**src/rtl/blk_xfer_pkg.sv**
```systemverilog
package blk_xfer_pkg;
  localparam int BYTE_W = 8;
  localparam int WORD_W = 2 * BYTE_W;

  typedef logic [BYTE_W-1:0] byte_t;
  typedef logic [WORD_W-1:0] word_t;

  typedef enum logic {
    DIR_TX = 1'b0,
    DIR_RX = 1'b1
  } xfer_dir_e;
endpackage

```
**src/rtl/blk_len_ctr.sv**
```systemverilog
module blk_len_ctr #(
  parameter int FIELD_W = 11,
  localparam int CNT_W = FIELD_W + 1
) (
  input  logic               clk,
  input  logic               rst_n,
  input  logic               len_wr,
  input  logic               cnt_wr,
  input  logic [FIELD_W-1:0] wr_field,
  input  logic               step,
  output logic [CNT_W-1:0]   bcnt_o,
  output logic [CNT_W-1:0]   ncnt_o,
  output logic               last_byte,
  output logic               last_blk
);
  logic [CNT_W-1:0] blen_q, nblk_q, bcnt_q, ncnt_q;
  logic [CNT_W-1:0] wr_plus1;

  assign wr_plus1  = {1'b0, wr_field} + CNT_W'(1);
  assign last_byte = (bcnt_q == CNT_W'(1));
  assign last_blk  = (ncnt_q == CNT_W'(1));
  assign bcnt_o    = bcnt_q;
  assign ncnt_o    = ncnt_q;

  always_ff @(posedge clk or negedge rst_n) begin
    if (!rst_n) begin
      blen_q <= '0;
      nblk_q <= '0;
      bcnt_q <= '0;
      ncnt_q <= '0;
    end else begin
      if (step) begin
        if (last_byte) begin
          bcnt_q <= blen_q;
          ncnt_q <= last_blk ? nblk_q : ncnt_q - CNT_W'(1);
        end else begin
          bcnt_q <= bcnt_q - CNT_W'(1);
        end
      end
      if (cnt_wr) begin
        nblk_q <= wr_plus1;
        ncnt_q <= wr_plus1;
        bcnt_q <= blen_q;
      end
      if (len_wr) begin
        blen_q <= wr_plus1;
        bcnt_q <= wr_plus1;
      end
    end
  end


  bcnt_bound_chk: assert property (@(posedge clk) disable iff (!rst_n)
    bcnt_q <= blen_q);

  ncnt_bound_chk: assert property (@(posedge clk) disable iff (!rst_n)
    ncnt_q <= nblk_q);
endmodule

```
**src/rtl/blk_rx_pack.sv**
```systemverilog
module blk_rx_pack
  import blk_xfer_pkg::*;
#(
  parameter int LVL_W = 6,
  parameter int AF_W  = 5
) (
  input  logic             clk,
  input  logic             rst_n,
  input  logic             clr,
  input  logic             en,
  input  logic             last_byte,
  input  logic [LVL_W-1:0] fifo_level,
  input  logic [AF_W-1:0]  af_level,
  input  logic             rx_valid,
  input  byte_t            rx_data,
  output logic             rx_ready,
  output logic             push,
  output word_t            wdata,
  output logic             step
);
  logic  half_q;
  byte_t low_q;
  logic  room;

  assign room     = (fifo_level <= LVL_W'(af_level));
  assign rx_ready = en && (half_q || room);
  assign step     = rx_valid && rx_ready;
  assign push     = step && (half_q || last_byte);
  assign wdata    = half_q ? {rx_data, low_q} : {{BYTE_W{1'b0}}, rx_data};

  always_ff @(posedge clk or negedge rst_n) begin
    if (!rst_n) begin
      half_q <= 1'b0;
      low_q  <= '0;
    end else if (clr) begin
      half_q <= 1'b0;
    end else if (step) begin
      half_q <= !half_q && !last_byte;
      if (!half_q) low_q <= rx_data;
    end
  end
endmodule

```
**src/rtl/blk_tx_unpack.sv**
```systemverilog
module blk_tx_unpack
  import blk_xfer_pkg::*;
(
  input  logic  clk,
  input  logic  rst_n,
  input  logic  clr,
  input  logic  en,
  input  logic  last_byte,
  input  logic  fifo_empty,
  input  word_t fifo_head,
  output logic  tx_valid,
  output byte_t tx_data,
  input  logic  tx_ready,
  output logic  pop,
  output logic  step
);
  logic half_q;

  assign tx_valid = en && !fifo_empty;
  assign tx_data  = half_q ? fifo_head[WORD_W-1:BYTE_W] : fifo_head[BYTE_W-1:0];
  assign step     = tx_valid && tx_ready;
  assign pop      = step && (half_q || last_byte);

  always_ff @(posedge clk or negedge rst_n) begin
    if (!rst_n) begin
      half_q <= 1'b0;
    end else if (clr) begin
      half_q <= 1'b0;
    end else if (step) begin
      half_q <= !half_q && !last_byte;
    end
  end
endmodule

```
**src/rtl/blk_xfer_seq.sv**
```systemverilog
module blk_xfer_seq
  import blk_xfer_pkg::*;
#(
  parameter int FIFO_DEPTH = 32,
  parameter int FIELD_W    = 11,
  localparam int CNT_W = FIELD_W + 1,
  localparam int LVL_W = $clog2(FIFO_DEPTH + 1),
  localparam int AF_W  = $clog2(FIFO_DEPTH)
) (
  input  logic             clk,
  input  logic             rst_n,
  input  logic             start,
  input  logic             start_rx,
  input  logic             len_wr,
  input  logic             cnt_wr,
  input  logic [15:0]      reg_wdata,
  output logic [CNT_W-1:0] blen_live,
  output logic [CNT_W-1:0] nblk_live,
  output logic             xfer_active,
  output logic             xfer_done,
  input  logic [LVL_W-1:0] fifo_level,
  input  logic [AF_W-1:0]  af_level,
  output logic             fifo_push,
  output logic [15:0]      fifo_wdata,
  input  logic             fifo_empty,
  input  logic [15:0]      fifo_head,
  output logic             fifo_pop,
  input  logic             rx_valid,
  input  logic [7:0]       rx_data,
  output logic             rx_ready,
  output logic             tx_valid,
  output logic [7:0]       tx_data,
  input  logic             tx_ready
);
  logic      active_q, done_q;
  xfer_dir_e dir_q;
  logic      last_byte, last_blk;
  logic      rx_step, tx_step, step, end_c;
  logic      rx_en, tx_en;

  assign rx_en = active_q && (dir_q == DIR_RX);
  assign tx_en = active_q && (dir_q == DIR_TX);
  assign step  = rx_step || tx_step;
  assign end_c = step && last_byte && last_blk;

  blk_len_ctr #(.FIELD_W(FIELD_W)) u_ctr (
    .clk       (clk),
    .rst_n     (rst_n),
    .len_wr    (len_wr),
    .cnt_wr    (cnt_wr),
    .wr_field  (reg_wdata[FIELD_W-1:0]),
    .step      (step),
    .bcnt_o    (blen_live),
    .ncnt_o    (nblk_live),
    .last_byte (last_byte),
    .last_blk  (last_blk)
  );

  blk_rx_pack #(.LVL_W(LVL_W), .AF_W(AF_W)) u_rx (
    .clk        (clk),
    .rst_n      (rst_n),
    .clr        (start),
    .en         (rx_en),
    .last_byte  (last_byte),
    .fifo_level (fifo_level),
    .af_level   (af_level),
    .rx_valid   (rx_valid),
    .rx_data    (rx_data),
    .rx_ready   (rx_ready),
    .push       (fifo_push),
    .wdata      (fifo_wdata),
    .step       (rx_step)
  );

  blk_tx_unpack u_tx (
    .clk        (clk),
    .rst_n      (rst_n),
    .clr        (start),
    .en         (tx_en),
    .last_byte  (last_byte),
    .fifo_empty (fifo_empty),
    .fifo_head  (fifo_head),
    .tx_valid   (tx_valid),
    .tx_data    (tx_data),
    .tx_ready   (tx_ready),
    .pop        (fifo_pop),
    .step       (tx_step)
  );

  always_ff @(posedge clk or negedge rst_n) begin
    if (!rst_n) begin
      active_q <= 1'b0;
      dir_q    <= DIR_TX;
      done_q   <= 1'b0;
    end else begin
      done_q <= end_c;
      if (start) begin
        active_q <= 1'b1;
        dir_q    <= start_rx ? DIR_RX : DIR_TX;
      end else if (end_c) begin
        active_q <= 1'b0;
      end
    end
  end

  assign xfer_active = active_q;
  assign xfer_done   = done_q;


  tx_hold_chk: assert property (@(posedge clk) disable iff (!rst_n)
    (tx_valid && !tx_ready && !start) |=> (tx_valid && $stable(tx_data)));

  push_pop_excl_chk: assert property (@(posedge clk) disable iff (!rst_n)
    !(fifo_push && fifo_pop));

  done_after_active_chk: assert property (@(posedge clk) disable iff (!rst_n)
    done_q |-> $past(active_q));
endmodule

```
**config.mk**
```make
export PLATFORM = sky130hd
export DESIGN_NAME = blk_xfer_seq
export DESIGN_NICKNAME = d
export VERILOG_FILES = /design/src/rtl/blk_xfer_pkg.sv /design/src/rtl/blk_len_ctr.sv /design/src/rtl/blk_rx_pack.sv /design/src/rtl/blk_tx_unpack.sv /design/src/rtl/blk_xfer_seq.sv
export SDC_FILE = /design/constraint.sdc
export NUM_CORES = 1
export LEC_CHECK = 0
export ABC_CLOCK_PERIOD_IN_PS = 4050
export CORE_UTILIZATION = 52
export DETAILED_ROUTE_END_ITERATION = 12
export HOLD_SLACK_MARGIN = 0.06
export PLACE_DENSITY = 0.86
export SYNTH_ARGS = -nofsm -noshare
export SYNTH_HDL_FRONTEND = slang
export SYNTH_HIERARCHICAL = 1
export SYNTH_SLANG_ARGS = --single-unit
export TNS_END_PERCENT = 30
```
**constraint.sdc**
```tcl
create_clock -name clk -period 4.05 [get_ports clk]
set_clock_uncertainty 0.05 [all_clocks]
set_input_delay 0.405 -clock clk [delete_from_list [all_inputs] [get_ports clk]]
set_output_delay 0.405 -clock clk [all_outputs]
set_load 0.03 [all_outputs]
```
# Word level (Yosys, flattened, before mapping)
# Cells that the tools add are included.
# word_totals
register_bits	61
latchBits	0
ramBits	0
rom_bits	0
in_bits	60
out_inout_bits	54
wordCells	64
n_memories	0
# classes
n_addsub	3
mul	0
div_mod_pow	0
magnitude_cmp	1
eq_ne	2
shift	0
muxes	17
bitwise	3
n_reduce_logical	28
# ops
op	count
$mux W12	8
$eq A12 B1 Y1 const B	2
$sub A12 B1 Y12 const B	2
$mux W16	1
$add A11 B1 Y12 const B	1
$logic_and A1 B1 Y1	12
$reduce_bool A2 Y1	5
$mux W8	1
$mux W1	7
$le A6 B5 Y1	1
$logic_not A1 Y1	4
$logic_or A1 B1 Y1	4
$not A1 Y1	3
$reduce_and A3 Y1	1
$reduce_bool A3 Y1	1
$reduce_and A2 Y1	1

# Depth between registers and ports, before layout
# Gate-level depths: netlist of the first run.
# logic_depth
word_depth	9
depth_mapped	14
depth_no_buf	13

# Cells and area by module
# Netlist of the first run, hierarchy kept.
# by_module_without_submodules
module	instances	cells_each	area_each_um2	seq_area_each_um2
blk_len_ctr	1	330	2960.3	1201.2
blk_rx_pack	1	66	709.4	225.2
blk_tx_unpack	1	16	177.7	25.0
blk_xfer_seq	1	10	127.6	75.1

# Worst setup path after synthesis of the first run
# OpenSTA, ideal clock, no wires.
# synth_path
kind	input-to-reg
start	input port af_level[4]
end	register u_ctr.ncnt_q[9] (netlist: u_ctr/ncnt_o[9])
setup_time_ns	0.087
arrival_ns	2.644
t_required_ns	3.913
slack_ns	1.269
cell_stages	12
path_buffers	0
cell_sequence	inv_1 -> ha_1 -> a211oi_2 -> nand2_1 -> o21bai_4 -> nor2_1 -> nor2_1 -> or2_1 -> nor3b_1 -> nand4_4 -> or4_1 -> a22oi_1
# synth_between
elab_chain_cells	7
# synth_rtl
item	line	text
start: declaration	blk_xfer_seq.sv:22	input logic [AF_W-1:0] af_level,
$le A6 B5 Y1	blk_rx_pack.sv:25	assign room = (fifo_level <= LVL_W'(af_level));
$logic_or A1 B1 Y1	blk_rx_pack.sv:26	assign rx_ready = en && (half_q || room);
$logic_and A1 B1 Y1	blk_rx_pack.sv:26	
$logic_and A1 B1 Y1	blk_rx_pack.sv:27	assign step = rx_valid && rx_ready;
named net rx_step	blk_xfer_seq.sv:38	logic rx_step, tx_step, step, end_c;
$logic_or A1 B1 Y1	blk_xfer_seq.sv:43	assign step = rx_step || tx_step;
named net step	blk_xfer_seq.sv:38	
$reduce_bool A2 Y1 (no source line)	n/a	
$reduce_and A2 Y1 (no source line)	n/a	
end signal: assignment	blk_len_ctr.sv:35	ncnt_q <= last_blk ? nblk_q : ncnt_q - CNT_W'(1);
end signal: assignment	blk_len_ctr.sv:42	ncnt_q <= wr_plus1;
end: declaration	blk_len_ctr.sv:16	logic [CNT_W-1:0] blen_q, nblk_q, bcnt_q, ncnt_q;
# The timed path passes the listed nets, and every way through them passes these cells.
# A chain may end at the register's enable or synchronous reset.

# Final worst setup path of the first run
# layout_path
start	input port af_level[4]
end	register u_ctr.ncnt_q[8] (netlist: u_ctr/ncnt_o[8])
# Same word-level chain as after synthesis.

==> results_dict.tcl, run 1 <==
set metrics [dict create \
    grt_pass1_wl_um 16700 \
    timing.setup.tns_ns 0 \
    p_leak_nw 2.22 \
    setup_violations 0 \
    numCtsBuffers 9 \
    yosysSeqAreaShare_pct 38.4 \
    crit_type "input pin to flop" \
    slew_headroom_pct 50.2 \
    period_minus_slack_ns 3.25 \
    slew_violations 0 \
    endpoint_kind "flop" \
    syn-cell-area_sq_um 3980 \
    grt.overflow.total 0 \
    place_hpwl_um 7680 \
    synthArstFlopShare_pct 100 \
    rsz0062_at_grt "no" \
    rr_worst_depth 9 \
    final-seq-area_sq_um 1530 \
    cts_setup_buffers 0 \
    area_growth_pct 33.9 \
    tightest_slew_ns 0.747 \
    drtAntennaViolNets 0 \
    synth_edf_count 0 \
    rr_endpoint "u_ctr/ncnt_o[8]$_DFFE_PN0P_" \
    cellPowerDensity_nw_per_um2 337 \
    grt_max_degree 45 \
    drive_gt1_share_pct 12.5 \
    ys_types 71 \
    design_area_sq_um 5320 \
    nets 599 \
    drc 0 \
    final_cell_mix "clkdlybuf4s50_1 (107), dfrtp_1 (61), nor2_1 (47)" \
    cts.reportedPaths.clkPinSlew_ns 0.07 \
    ctsHoldBuffers 0 \
    post_drt_wl_per_cell_um 16.6 \
    hold_viol_final 0 \
    ff2ff_setup_slack_ns 1.36 \
    die_area_sq_um 8000 \
    cts_htree_levels 3 \
    synth_seq_cells 61 \
    critical_path.max_fanout 15 \
    num_rows 31 \
    synth_warnings 6 \
    fp.coreArea_sq_um 7330 \
    hp-class "input pin to async pin" \
    nFillCells 565 \
    finalPower_mw 1.79 \
    fmax_ghz 0.307 \
    via_per_inst 5.76 \
    grt.total_usage_pct 27.9 \
    gp_congestion 0.900 \
    avgSynthCellArea_sq_um 9.42 \
    synth_nets 492 \
    start_util_pct 54.2 \
    final_common_cell "clkdlybuf4s50_1" \
    post_cts_resized 0 \
    first_pass_iters 5 \
    cts_buffer_depth 2 \
    antenna_found_initial 0 \
    startpoint_type "input pin" \
    cts_root_buf "clkbuf_8" \
    io_pins 114 \
    diodes 0 \
    cp.arrival_ns 3.46 \
    grt_pass1_vias 3459 \
    die_w_um 89.4 \
    irDropWorstVdd_mv 0.242 \
    utilization_pct 72.6 \
    syn-instance-count 422 \
    status "finished, final reports clean" \
    die_height_um 89.4 \
    vias 3648 \
    first_iter_violations 261 \
    wl_um 10500 \
    cts_tree "yes" \
    placed_area_sq_um 5140 \
    multi_input_area_sq_um 2280 \
    timing.final.crit_share_pct 80.4 \
    drv_cap 0 \
    clock_sinks 61 \
    hold_ws_ns 0.0726 \
    numPortBuffers 108 \
    required_ns 4.25 \
    ys.flop_type "dfrtp_1" \
    reg2reg_from "u_rx/half_q$_DFFE_PN0P_" \
    insertion_delay_ns 0.34 \
]
## synth_stat cells, drive strengths merged, types with 6 or more instances
| master | instances | area (sq um) |
|---|---|---|
| mux2 | 29 | 360 |
| nor3 | 8 | 45.0 |
| a21oi | 27 | 139 |
| nor4 | 7 | 80.1 |
| nor2 | 47 | 176 |
| nand2 | 32 | 130 |
| mux2i | 8 | 80.1 |
| a22oi | 9 | 67.6 |
| nand3 | 8 | 40.0 |
| dfrtp | 61 | 1530 |
| ha | 10 | 125 |
| nand2b | 6 | 37.5 |
| inv | 24 | 90.1 |
| buf | 7 | 33.8 |
| and2 | 12 | 77.6 |
| xor2 | 10 | 87.6 |
| o21ai | 23 | 115 |
| clkbuf | 11 | 41.3 |
## report_power, final
part	internal, mW	leakage (nW)	switching, mW
Sequential	0.688	0.723	0.0903
Combinational	0.260	1.41	0.272
Clock	0.255	0.0857	0.230
## worst max-delay path by stage
stage | startpoint | to | slack (ns)
after floorplan | af_level[4] | u_ctr/ncnt_o[9]$_DFFE_PN0P_ | 1.27
after global placement | af_level[4] | u_ctr/ncnt_o[8]$_DFFE_PN0P_ | 0.66
after detailed placement | af_level[4] | u_ctr/ncnt_o[8]$_DFFE_PN0P_ | 0.53
after CTS | u_ctr/bcnt_o[1]$_DFFE_PN0P_ | fifo_push | 0.81
after global routing | u_ctr/bcnt_o[1]$_DFFE_PN0P_ | fifo_push | 0.66
final | af_level[4] | u_ctr/ncnt_o[8]$_DFFE_PN0P_ | 0.80
## flip-flops by register name, indices dropped and copies added (netlist names)
| name | count |
|---|---|
| u_rx/half_q | 1 |
| xfer_done | 1 |
| dir_q | 1 |
| u_rx/low_q | 8 |
| u_ctr/nblk_q | 12 |
| u_tx/half_q | 1 |
| u_ctr/blen_q | 12 |
| xfer_active | 1 |
| u_ctr/ncnt_o | 12 |
| u_ctr/bcnt_o | 12 |
## cell type report
| type | count | share of cell area, % |
|---|---|---|
| Clock buffer | 13 | 2.98 |
| Clock inverter | 3 | 0.376 |
| Inverter | 24 | 1.69 |
| Multi-Input combinational cell | 319 | 42.9 |
| Sequential cell | 61 | 28.7 |
| Tap cell | 99 | 2.33 |
| Timing Repair Buffer | 114 | 21.1 |
## worst max-delay path, cell delays in order
cell and delay (ns):
clkdlybuf4s50_1 0.46, inv_1 0.05, ha_1 0.32, a211oi_2 0.19, nand2_1 0.11, o21bai_4 0.18, nor2_1 0.08, nor2_1 0.18
or2_1 0.16, nor3b_1 0.33, nand4_4 0.19, buf_4 0.25, a2111oi_0 0.30, nor2_1 0.09, o22ai_1 0.16
## per-stage QoR
stage / setup slack (ns) / cells
5_1_grt: 0.661 / 633
3_3_place_gp: 0.662 / 617
4_1_cts: 0.811 / 633
3_5_place_dp: 0.531 / 617
2_1_floorplan: 1.27 / 422
6_report: 0.795 / 633
## logic make-up (layout without fill, tap and decap cells)
family | after synthesis | after routing | synth area share, %
DFF | 61 | 61 | 38.4
muxes | 37 | 37 | 11.1
and+or+nand+nor | 151 | 151 | 21.4
buffers and inverters | 42 | 154 | 4.15
xor gates and xnor gates | 15 | 15 | 3.30
adders and majority gates | 10 | 10 | 3.15
AOI/OAI and AO/OA | 106 | 106 | 18.5
## per-layer routing
metal  global-route usage (%)  part of all wire [%]
met5                        0                     0
met4                     9.09                   1.4
met3                     7.29                   5.7
met2                     48.2                    51
met1                     34.1                    42
Note: power is estimated with default switching activity, not from simulation.
==> run 2: changes to the inputs <==
Settings changed: ABC_CLOCK_PERIOD_IN_PS 4050 to 2600, CORE_UTILIZATION 52 to 44, PLACE_DENSITY 0.86 to 0.78.
Clock period 4.05 ns to 2.6 ns, I/O delays scaled along.
==> results_dict.tcl, run 2 (synthesized netlist as in run 1, its figures left out) <==
set metrics [dict create \
    hold_end "u_rx/low_q[6]$_DFFE_PN0P_" \
    cts_tree "yes" \
    fmax_ghz 0.399 \
    grt_pass1_vias 3661 \
    drc 0 \
    grt.overflow.total 0 \
    gp_congestion 0.893 \
    post_drt_wl_per_cell_um 17.0 \
    required_ns 2.82 \
    setup_violations 0 \
    multi_input_area_sq_um 2430 \
    startpoint_type "input pin" \
    rsz0062_at_grt "no" \
    hold_viol_final 0 \
    via_per_inst 5.75 \
    cts_buffer_depth 2 \
    use_met2_pct 38.1 \
    irDropWorstVdd_mv 0.407 \
    period_minus_slack_ns 2.50 \
    first_iter_violations 207 \
    hp-class "flop to flop" \
    num_rows 34 \
    reg2reg_from "u_ctr/bcnt_o[1]$_DFFE_PN0P_" \
    min_path_cells 1 \
    nets 618 \
    slew_headroom_pct 47.1 \
    grt_max_degree 62 \
    tightest_slew_ns 0.793 \
    insertion_delay_ns 0.35 \
    hp-start "u_rx/low_q[6]$_DFFE_PN0P_" \
    busiest_layer "met2" \
    endpoint_kind "flop" \
    timing.final.crit_share_pct 96.3 \
    cts_htree_levels 3 \
    numCtsBuffers 9 \
    drv_cap 0 \
    die_height_um 97.1 \
    use_met3_pct 5.04 \
    utilization_pct 65.6 \
    status "finished, final reports clean" \
    start_util_pct 45.6 \
    slew_violations 0 \
    die_w_um 97.1 \
    p_leak_nw 2.48 \
    grt_util_met1_pct 31.2 \
    crit_type "input pin to flop" \
    cp.arrival_ns 2.73 \
    antenna_found_initial 1 \
    grt.total_usage_pct 23.7 \
    cts.reportedPaths.clkPinSlew_ns 0.08 \
    final-seq-area_sq_um 1530 \
    cellPowerDensity_nw_per_um2 535 \
    io_pins 114 \
    numPortBuffers 108 \
    hold_ws_ns 0.463 \
    rr_worst_depth 9 \
    rr_endpoint "u_ctr/bcnt_o[5]$_DFFE_PN0P_" \
    first_pass_iters 5 \
    final_cell_mix "clkdlybuf4s50_1 (96), dfrtp_1 (61), nor2_1 (44)" \
    drtAntennaViolNets 0 \
    vias 3809 \
    critical_path.max_fanout 6 \
    ff2ff_setup_slack_ns 0.34 \
    drive_gt1_share_pct 20.4 \
    clock_sinks 61 \
    wl_um 11200 \
    place_hpwl_um 7880 \
    grt_pass1_wl_um 18000 \
    final_common_cell "clkdlybuf4s50_1" \
    area_growth_pct 44.0 \
    nFillCells 680 \
    cts_root_buf "clkbuf_8" \
    timing.setup.tns_ns 0 \
    die_area_sq_um 9420 \
    fp.coreArea_sq_um 8720 \
]
-- run 2: cell count changes in the layout (fill, tap and decap cells not counted), moves of 4 or more --
cell	change
clkdlybuf4s50_1	-11
ha_4	+4
buf_4	+17
dlymetal6s2s_1	+9
inv_2	+4
inv_1	-4
ha_1	-4
-- run 2: report_power, final --
part	total, mW	switching, mW	internal (mW)
logic	0.886	0.446	0.439
clock network	0.959	0.415	0.544
registers	1.22	0.145	1.07
total	3.06	1.01	2.05
-- run 2: through the flow --
stage	power [mW]	instances	setup WS (ns)	cell area (sq um)
final	3.06	662	0.0967	5720
after global routing	3.20	662	0.0133	5720
after CTS	3.04	658	-0.0422	5530
after detailed placement	2.07	641	-0.503	5270
after global placement	2.05	641	-0.366	5270
after floorplan	1.70	422	0.0640	3980
-- run 2: routing by layer --
metal	wire [um]	part of all wire [%]	up-vias
li1	-	-	1781
met1	4740	42	1846
met2	5530	49	154
met3	655	5.8	28
met4	324	2.9	0
met5	0	0	-
-- run 2: worst max-delay path by stage --
| stage | startpoint | to | slack, ns | depth (start not counted) |
|---|---|---|---|---|
| 5_1_grt | fifo_level[1] | u_ctr/ncnt_o[9]$_DFFE_PN0P_ | 0.01 | 12 |
| 6_report | fifo_level[1] | u_ctr/ncnt_o[9]$_DFFE_PN0P_ | 0.1 | 12 |
| 4_1_cts | af_level[3] | u_ctr/ncnt_o[9]$_DFFE_PN0P_ | -0.04 | 13 |
| 3_5_place_dp | af_level[4] | u_ctr/bcnt_o[7]$_DFFE_PN0P_ | -0.50 | 14 |
| 3_3_place_gp | af_level[4] | u_ctr/ncnt_o[9]$_DFFE_PN0P_ | -0.37 | 13 |
| 2_1_floorplan | af_level[4] | u_ctr/bcnt_o[8]$_DFFE_PN0P_ | 0.06 | 12 |
-- run 2: final cells by class --
type / count / area share [%]
repair buffers: 133 / 23.0
well taps: 108 / 2.36
flip-flops and latches: 61 / 26.7
clock buffers: 9 / 2.16
inverters: 24 / 1.57
clock inverters: 7 / 1.73
multi-input cells: 319 / 42.4
diodes: 1 / 0.0437
-- run 2: critical path, cell delays in order --
cell and delay (ns):
clkdlybuf4s50_1 0.51, ha_4 0.21, nand2b_1 0.08, a21oi_2 0.07
o21bai_4 0.14, nor2_2 0.06, nor2_2 0.09, or2_1 0.15
nor3b_4 0.23, nand4_4 0.22, or4_4 0.57, a22oi_2 0.13
-- run 2: timing repair --
action / in CTS / in global routing
pin swaps: 1 / 16
gates resized for setup: 6 / 36
setup endpoints to repair: 13 / 21
hold endpoints to repair: 52 / 0
gates cloned: 0 / 1
buffers inserted: 0 / 2
hold buffers: 1 / 0
==> run 3: changes to the inputs <==
Settings changed: ABC_CLOCK_PERIOD_IN_PS 2600 to 2300.
Clock period 2.6 ns to 2.3 ns, I/O delays scaled along.
==> results_dict.tcl, run 3 (synthesized netlist as in run 1, its figures left out) <==
set metrics [dict create \
    hold_viol_final 0 \
    status "finished, final reports clean" \
    endpoint_kind "primary output" \
    p_switching_mw 1.13 \
    irDropWorstVdd_mv 0.369 \
    hold_ws_ns 0.360 \
    startpoint_type "flop" \
    nFillCells 703 \
    rr_endpoint "u_ctr/ncnt_o[10]$_DFFE_PN0P_" \
    required_ns 2.02 \
    grt_pass1_wl_um 18900 \
    slew_violations 0 \
    ff2ff_setup_slack_ns 0.17 \
    tightest_slew_ns 0.566 \
    hp-class "input pin to async pin" \
    pwr-share-seq_pct 41.2 \
    period_minus_slack_ns 2.23 \
    via_per_inst 5.69 \
    final_cell_mix "clkdlybuf4s50_1 (93), dfrtp_1 (60), nor2_1 (44), buf_4 (44), nand2_1 (29)" \
    area_growth_pct 46.4 \
    utilization_pct 66.7 \
    cts_tree "yes" \
    cts.reportedPaths.clkPinSlew_ns 0.07 \
    fp.coreArea_sq_um 8720 \
    die_w_um 97.1 \
    reg2reg_from "u_ctr/ncnt_o[0]$_DFFE_PN0P_" \
    p_int_mw 2.19 \
    critPathSlowestCell "clkdlybuf4s50_1" \
    crit_type "flop to primary output" \
    cts_htree_levels 3 \
    critPathMaxStageDelay_ns 0.61 \
    drc 0 \
    grt.overflow.total 0 \
    power_frac_comb_pct 32.0 \
    p_clk_share_pct 26.8 \
    insertion_delay_ns 0.36 \
    path_cells "buf_4, mux2_2, clkdlybuf4s50_1" \
    drv_cap 0 \
    wl_um 11500 \
    die_height_um 97.1 \
    post_drt_wl_per_cell_um 16.9 \
    fmax_ghz 0.449 \
    timing.final.crit_share_pct 96.9 \
    swShare_pct 34.0 \
    numCtsBuffers 9 \
    cts_buffer_depth 2 \
    final_common_cell "clkdlybuf4s50_1" \
    cellPowerDensity_nw_per_um2 570 \
    slew_headroom_pct 61.7 \
    setup_violations 0 \
    grt_pass1_vias 3948 \
    drtAntennaViolNets 0 \
    start_util_pct 45.6 \
    gp_congestion 0.951 \
    grt.total_usage_pct 25.1 \
    nets 639 \
    critical_path.max_fanout 20 \
    rr_worst_depth 8 \
    grt_max_degree 62 \
    cp.arrival_ns 1.95 \
    cts_root_buf "clkbuf_8" \
    num_rows 34 \
    drive_gt1_share_pct 25.1 \
    vias 3880 \
    die_area_sq_um 9420 \
    antenna_found_initial 0 \
    first_pass_iters 4 \
    diodes 0 \
    first_iter_violations 186 \
    place_hpwl_um 8320 \
    rsz0062_at_grt "yes" \
    io_pins 114 \
    numPortBuffers 108 \
    clock_sinks 61 \
    p_leak_nw 2.48 \
]
-- run 3: critical path: cells and delay by family (launching register included) --
| family | cells | cell delay [ns] |
|---|---|---|
| buf+inv | 2 | 0.86 |
| flops | 1 | 0.38 |
| mux | 1 | 0.36 |
-- run 3: timing repair --
item | in CTS | in global routing
endpoints found under the setup margin | 26 | 18
hold endpoints to repair | 61 | 0
pin swaps | 15 | 19
buffers inserted | 5 | 2
hold buffers | 1 | 0
resized for setup | 41 | 31
-- run 3: area by class of cell --
cell class,count,area [sq um],area share [%]
clock buffer,13,159,2.73
clock inverter,3,20.0,0.344
inverter,24,92.6,1.59
multi-input combinational,319,2460,42.3
sequential,61,1530,26.3
tap,108,135,2.32
timing repair buffer,154,1420,24.5
-- run 3: layer usage --
| metal | vias up | share of wire [%] | wire length, um | GRT usage (%) |
|---|---|---|---|---|
| met2 | 141 | 49 | 5690 | 41.3 |
| met4 | 0 | 2.2 | 257 | 9.99 |
| met1 | 1883 | 43 | 4950 | 32.9 |
| met3 | 22 | 5.3 | 613 | 4.24 |
| met5 | - | 0 | 0 | 0 |
| li1 | 1834 | - | - | - |
-- run 3: metrics by stage --
stage	setup TNS [ns]	cells	area, sq um	power (mW)	setup slack, ns
global placement	-11.66	658	5450	2.37	-0.582
floorplan	-0.141	422	4020	1.94	-0.0562
CTS	0	680	5710	3.30	0.00645
finish	0	682	5820	3.32	0.0706
detailed placement	-13.44	658	5450	2.40	-0.746
global route	-0.0733	682	5820	3.49	-0.0332
-- run 3: how the worst max path moves through the flow --
stage	from	endpoint	slack (ns)	cells past startpoint
final	u_rx/half_q$_DFFE_PN0P_	fifo_wdata[2]	0.07	3
after detailed placement	af_level[4]	u_ctr/ncnt_o[8]$_DFFE_PN0P_	-0.75	15
after floorplan	fifo_level[4]	u_ctr/ncnt_o[9]$_DFFE_PN0P_	-0.06	11
after global routing	af_level[4]	u_ctr/bcnt_o[3]$_DFFE_PN0P_	-0.03	15
after global placement	af_level[4]	u_ctr/bcnt_o[3]$_DFFE_PN0P_	-0.58	14
after CTS	fifo_level[3]	u_ctr/ncnt_o[9]$_DFFE_PN0P_	0.006	12
-- run 3: power by group through the flow --
stage	clock [mW]	sequential (mW)	combinational, mW
finish	0.890	1.37	1.06
global route	0.956	1.39	1.14
CTS	0.898	1.36	1.04
detailed placement	0	1.38	1.03
global placement	0	1.37	1.00
floorplan	0	1.43	0.506
